==> src/rtl/vla_pkg.sv <==
package vla_pkg;

   typedef enum logic [1:0] {
      ST_OPCODE = 2'd0,
      ST_LOW    = 2'd1,
      ST_HIGH   = 2'd2
   } asm_state_t;

   localparam int unsigned LEN_SHORT = 1;
   localparam int unsigned LEN_LONG  = 3;

   // True when the opcode is followed by a 16-bit word.
   function automatic logic opcode_takes_word(input logic [7:0] op);
      logic mem_or_const;
      logic result;
      mem_or_const = (op[2:0] >= 3'd5);
      if (op[7:5] != 3'b000) begin
         result = mem_or_const;
      end else begin
         case (op[4:3])
            2'b01:   result = 1'b1;
            2'b10:   result = mem_or_const;
            default: result = 1'b0;
         endcase
      end
      return result;
   endfunction

endpackage

==> src/rtl/vla_len_decode.sv <==
module vla_len_decode #(
   parameter int BYTE_W       = 8,
   parameter int DECODE_STYLE = 0
) (
   input  logic [BYTE_W-1:0] opcode,
   output logic              needs_word
);

   generate
      if (BYTE_W != 8) begin : g_bad_width
         $error("vla_len_decode: BYTE_W must be 8");
      end
      if (DECODE_STYLE != 0 && DECODE_STYLE != 1) begin : g_bad_style
         $error("vla_len_decode: DECODE_STYLE must be 0 or 1");
      end

      if (DECODE_STYLE == 0) begin : g_logic
         logic sel_addr;
         logic cls_zero;
         logic grp_branch;
         logic grp_unary;
         assign sel_addr   = opcode[2] & (opcode[1] | opcode[0]);
         assign cls_zero   = (opcode[7:5] == 3'b000);
         assign grp_branch = cls_zero & (opcode[4:3] == 2'b01);
         assign grp_unary  = cls_zero & (opcode[4:3] == 2'b10);
         assign needs_word = grp_branch | ((~cls_zero | grp_unary) & sel_addr);
      end else begin : g_table
         localparam int N_ENT = 1 << BYTE_W;
         logic [N_ENT-1:0] tbl;
         for (genvar i = 0; i < N_ENT; i++) begin : g_ent
            assign tbl[i] = vla_pkg::opcode_takes_word(8'(i));
         end
         assign needs_word = tbl[opcode];
      end
   endgenerate

endmodule

==> src/rtl/vla_word_collect.sv <==
module vla_word_collect #(
   parameter int BYTE_W = 8,
   localparam int WORD_W = 2 * BYTE_W
) (
   input  logic              clk,
   input  logic              rst_n,
   input  logic              drop,
   input  logic              take_low,
   input  logic [BYTE_W-1:0] byte_in,
   output logic [WORD_W-1:0] word_next
);

   logic [BYTE_W-1:0] low_q;

   always_ff @(posedge clk) begin
      if (!rst_n || drop) begin
         low_q <= '0;
      end else if (take_low) begin
         low_q <= byte_in;
      end
   end

   // High half arrives on the byte being taken now.
   assign word_next = {byte_in, low_q};

endmodule

==> src/rtl/vla_ip_track.sv <==
module vla_ip_track #(
   parameter int ADDR_W = 16,
   parameter logic [ADDR_W-1:0] RESET_IP = '0
) (
   input  logic              clk,
   input  logic              rst_n,
   input  logic              redir_valid,
   input  logic [ADDR_W-1:0] redir_addr,
   input  logic              advance,
   input  logic [1:0]        step,
   output logic [ADDR_W-1:0] ip
);

   always_ff @(posedge clk) begin
      if (!rst_n) begin
         ip <= RESET_IP;
      end else if (redir_valid) begin
         ip <= redir_addr;
      end else if (advance) begin
         ip <= ip + ADDR_W'(step);
      end
   end

endmodule

==> src/rtl/vla_assembler.sv <==
module vla_assembler #(
   parameter int BYTE_W       = 8,
   parameter int ADDR_W       = 16,
   parameter logic [ADDR_W-1:0] RESET_IP = '0,
   parameter int DECODE_STYLE = 0,
   localparam int WORD_W = 2 * BYTE_W
) (
   input  logic              clk,
   input  logic              rst_n,
   input  logic              in_valid,
   input  logic [BYTE_W-1:0] in_byte,
   output logic              in_ready,
   input  logic              redir_valid,
   input  logic [ADDR_W-1:0] redir_addr,
   output logic              out_valid,
   input  logic              out_ready,
   output logic [BYTE_W-1:0] out_opcode,
   output logic [WORD_W-1:0] out_operand,
   output logic [1:0]        out_len,
   output logic [ADDR_W-1:0] out_addr,
   output logic [ADDR_W-1:0] out_next_ip,
   output logic [ADDR_W-1:0] cur_ip
);
   import vla_pkg::*;

   generate
      if (ADDR_W < 2) begin : g_bad_addr
         $error("vla_assembler: ADDR_W too small");
      end
   endgenerate

   asm_state_t        state_q;
   logic [BYTE_W-1:0] op_q;
   logic              take;
   logic              needs_word;
   logic              emit_short;
   logic              emit_long;
   logic              emit;
   logic [1:0]        emit_len;
   logic [WORD_W-1:0] word_next;

   assign in_ready   = !out_valid && !redir_valid;
   assign take       = in_valid && in_ready;
   assign emit_short = take && (state_q == ST_OPCODE) && !needs_word;
   assign emit_long  = take && (state_q == ST_HIGH);
   assign emit       = emit_short || emit_long;
   assign emit_len   = emit_long ? 2'(LEN_LONG) : 2'(LEN_SHORT);

   vla_len_decode #(
      .BYTE_W      (BYTE_W),
      .DECODE_STYLE(DECODE_STYLE)
   ) u_len (
      .opcode    (in_byte),
      .needs_word(needs_word)
   );

   vla_word_collect #(
      .BYTE_W(BYTE_W)
   ) u_word (
      .clk      (clk),
      .rst_n    (rst_n),
      .drop     (redir_valid),
      .take_low (take && (state_q == ST_LOW)),
      .byte_in  (in_byte),
      .word_next(word_next)
   );

   vla_ip_track #(
      .ADDR_W  (ADDR_W),
      .RESET_IP(RESET_IP)
   ) u_ip (
      .clk        (clk),
      .rst_n      (rst_n),
      .redir_valid(redir_valid),
      .redir_addr (redir_addr),
      .advance    (emit),
      .step       (emit_len),
      .ip         (cur_ip)
   );

   // Sequencer
   always_ff @(posedge clk) begin
      if (!rst_n) begin
         state_q <= ST_OPCODE;
         op_q    <= '0;
      end else if (redir_valid) begin
         state_q <= ST_OPCODE;
      end else if (take) begin
         case (state_q)
            ST_OPCODE: begin
               op_q    <= in_byte;
               state_q <= needs_word ? ST_LOW : ST_OPCODE;
            end
            ST_LOW:  state_q <= ST_HIGH;
            default: state_q <= ST_OPCODE;
         endcase
      end
   end

   // Output register
   always_ff @(posedge clk) begin
      if (!rst_n) begin
         out_valid   <= 1'b0;
         out_opcode  <= '0;
         out_operand <= '0;
         out_len     <= '0;
         out_addr    <= '0;
      end else if (emit) begin
         out_valid   <= 1'b1;
         out_opcode  <= emit_long ? op_q : in_byte;
         out_operand <= emit_long ? word_next : '0;
         out_len     <= emit_len;
         out_addr    <= cur_ip;
      end else if (out_valid && out_ready) begin
         out_valid <= 1'b0;
      end
   end

   assign out_next_ip = out_addr + ADDR_W'(out_len);

endmodule

==> config.mk <==
export PLATFORM = sky130hd
export DESIGN_NAME = vla_assembler
export DESIGN_NICKNAME = d
export VERILOG_FILES = /design/src/rtl/vla_pkg.sv /design/src/rtl/vla_len_decode.sv /design/src/rtl/vla_word_collect.sv /design/src/rtl/vla_ip_track.sv /design/src/rtl/vla_assembler.sv
export SDC_FILE = /design/constraint.sdc
export NUM_CORES = 1
export LEC_CHECK = 0
export BUFFER_PORTS_ARGS = -buffer_cell sky130_fd_sc_hd__buf_2
export CAP_MARGIN = 10
export CORE_MARGIN = 2
export CORE_UTILIZATION = 45
export CTS_BUF_LIST = sky130_fd_sc_hd__clkbuf_8
export CTS_CLUSTER_SIZE = 20
export DETAILED_ROUTE_END_ITERATION = 8
export PLACE_DENSITY = 0.82
export SLEW_MARGIN = 15
export SYNTH_ARGS = -nofsm -noshare
export SYNTH_HDL_FRONTEND = slang
export SYNTH_HIERARCHICAL = 1
export SYNTH_SLANG_ARGS = --single-unit
export TNS_END_PERCENT = 1
==> constraint.sdc <==
create_clock -name clk -period 5.23 [get_ports clk]
set_input_delay 1.046 -clock clk [delete_from_list [all_inputs] [get_ports clk]]
set_output_delay 1.046 -clock clk [all_outputs]
set_load 0.005 [all_outputs]
==> flow_summary.ini <==
[timing]
setup_violations = 0
rsz0062_at_grt = false
tightestPinTransition_ns = 0.923
period_needed_ns = 3.55
finalSetupTns_ns = 0
timing.final.crit_share_pct = 67.8
hold_viol_final = 0
slew_violations = 0
skew_ns = 0.0112
max_slew_margin_pct = 38.5
whs_ns = 0.506
max_freq_ghz = 0.282

[die]
pin_count = 105
die_h_um = 94.9
die-width_um = 94.9
coreArea_mm2 = 0.00809
num_rows = 33
die_area_mm2 = 0.00901
start_util_pct = 45.9

[cells_and_area]
diodes = 0
utilization_pct = 54.5
finalNetCount = 542
area_growth_pct = 18.5
nFillCells = 742
drive_above_1_share_pct = 26.8
fin_area_mm2 = 0.00441

[min_path]
min_to = out_addr[9]
holdCritPathClass = reg2reg
min_path_cells = 2
hp-start = out_addr[9]

[worst_setup_path]
r2r_setup_slack_ns = 2.19
reg2reg_depth = 9
worstPathRequired_ns = 4.18
rr_endpoint = u_ip/ip[12]
critical_path_arrival_ns = 2.50
timing.rr.start = out_valid
critPathCaptureType = primary output
crit_type = reg2out
path_max_fanout = 3
cp-start-kind = flop

[synth]
ys_seq_area_share_pct = 41.5
yosys.cell_count.top_type = dfxtp_1
yosys.area.top_type_share_pct = 41.5
synthFlopType = dfxtp_1
syn_nets = 455
netlist_instances = 420
synth-edff-count = 0
syn_area_per_cell_um2 = 8.85
synth_warnings = 6
synth-seq-cells = 77
synth_top_area_cell = dfxtp_1
ys_types = 52
synth_common_cells = dfxtp_1 (77), nand2_1 (56), a21oi_1 (31)
synthesis.area_mm2 = 0.00372
synth.area.top_cells = dfxtp_1 (41%), nand2_1 (5.7%), mux2i_1 (5.4%)
async_reset_ff_share_pct = 0

[global_routing]
grt_usage_pct = 20.2
grt_max_degree = 67
grt_pass1_wl_um = 14400
grt_pass1_vias = 3027
antenna_found_initial = 0
grt-ovfl-total = 0

[routing]
drt_wl_total_um = 9200
vias = 3308
vias_per_cell = 5.36
drt-initial-drc-count = 260
wl_per_cell_um = 14.9
firstDrtPassIters = 5
drc = 0
ant_nets = 0

[clock_tree]
postCtsResizedCells = 0
clkTransAtPathRegs_ns = 0.09
cts_tree = yes
clock_latency_ns = 0.35
cts_hold_buf = 0
cts_root_buf = clkbuf_8
htreeDepth = 3
cts_setup_buffers = 0
cts_inserted_buffers = 9
clockBufferDepth = 2
cts_sinks = 77

[pwr]
power.total_uw = 1200
p_per_area_mw_per_mm2 = 272
leakage_uw = 0.00187
peakVddDrop_uv = 164

[place]
numPortBuffers = 104
place_congestion = 0.920
dp.final_hpwl_um = 6480
postPlaceCellArea_mm2 = 0.00421

[outcome]
status = finished clean

[flow_run]
drv_cap = 0
-- worst max-delay path: stages, from the launching register on --
cell and delay (ns):
dfxtp_1 0.37, ha_1 0.20, inv_1 0.07, fa_1 0.40, nand3b_1 0.24, or4_4 0.49, nor2_2 0.12, xor2_1 0.15
buf_2 0.13
-- worst max-delay path by stage --
| stage | startpoint | end | depth (start not counted) |
|---|---|---|---|
| after floorplan | redir_valid | u_ip/ip[14] | 11 |
| after global placement | redir_valid | u_ip/ip[14] | 10 |
| after detailed placement | redir_valid | u_ip/ip[12] | 10 |
| after CTS | out_len[0] | out_next_ip[14] | 8 |
| after global routing | redir_valid | u_ip/ip[12] | 10 |
| final | out_len[0] | out_next_ip[14] | 8 |
-- cells by family after synthesis --
group,Yosys count,share of synthesized area [%]
xor+xnor,25,5.89
compound gates,95,15.8
simple gates,149,22.5
fa+ha+maj,6,2.42
other cells,1,0.101
mux,20,5.38
buf+inv,47,6.39
flops,77,41.5
-- layer usage --
metal	part of all wire, %	vias to the layer above	track usage [%]	wire length, um
li1	-	1600	-	-
met1	43	1577	26.2	3990
met2	49	109	32.9	4490
met3	6.0	22	4.63	554
met4	1.8	0	7.25	164
met5	0	-	0	0
-- area by class of cell --
type | count | area (um^2) | area share [%]
Sequential cell | 77 | 1540 | 35.0
Inverter | 18 | 67.6 | 1.53
Clock buffer | 9 | 124 | 2.81
Tap cell | 105 | 131 | 2.98
Clock inverter | 7 | 75.1 | 1.70
Multi-Input combinational cell | 296 | 1940 | 44.0
Timing Repair Buffer | 105 | 528 | 12.0
-- through the flow --
stage                     worst slack, ns  std cells
after global placement               1.55        601
after global routing                 1.56        617
after CTS                            1.65        617
final                                1.68        617
after floorplan                      2.09        420
after detailed placement             1.38        601
-- sequential cells by signal, indices dropped and copies added, names as in the netlist --
name / cells
out_addr: 16
out_operand: 16
u_ip/ip: 16
op_q: 8
out_opcode: 8
u_word/low_q: 8
out_len: 2
state_q: 2
out_valid: 1
-- where the power goes --
part / internal (uW) / leakage, uW / switching [uW]
Sequential: 606 / 0.000627 / 25.5
Clock: 223 / 0.0000976 / 228
Combinational: 51.9 / 0.00114 / 66.1
Total: 880 / 0.00187 / 320
-- cells in the final DEF, fill, tap and decap left out, types with 4 or more instances in the layout --
cell type    n
a21boi_0     8
a21boi_1    10
a21oi_1     31
a22oi_1     16
buf_2      104
clkbuf_8     9
dfxtp_1     77
ha_1         4
inv_1       17
mux2i_1     20
nand2_1     56
nand2b_1     5
nand3_1      6
nand4_1      8
nor2_1      20
nor2b_1     25
nor4b_2      4
o21ai_0     20
xnor2_1     17
xor2_1       8
Note: power is estimated with default switching activity, not from simulation.
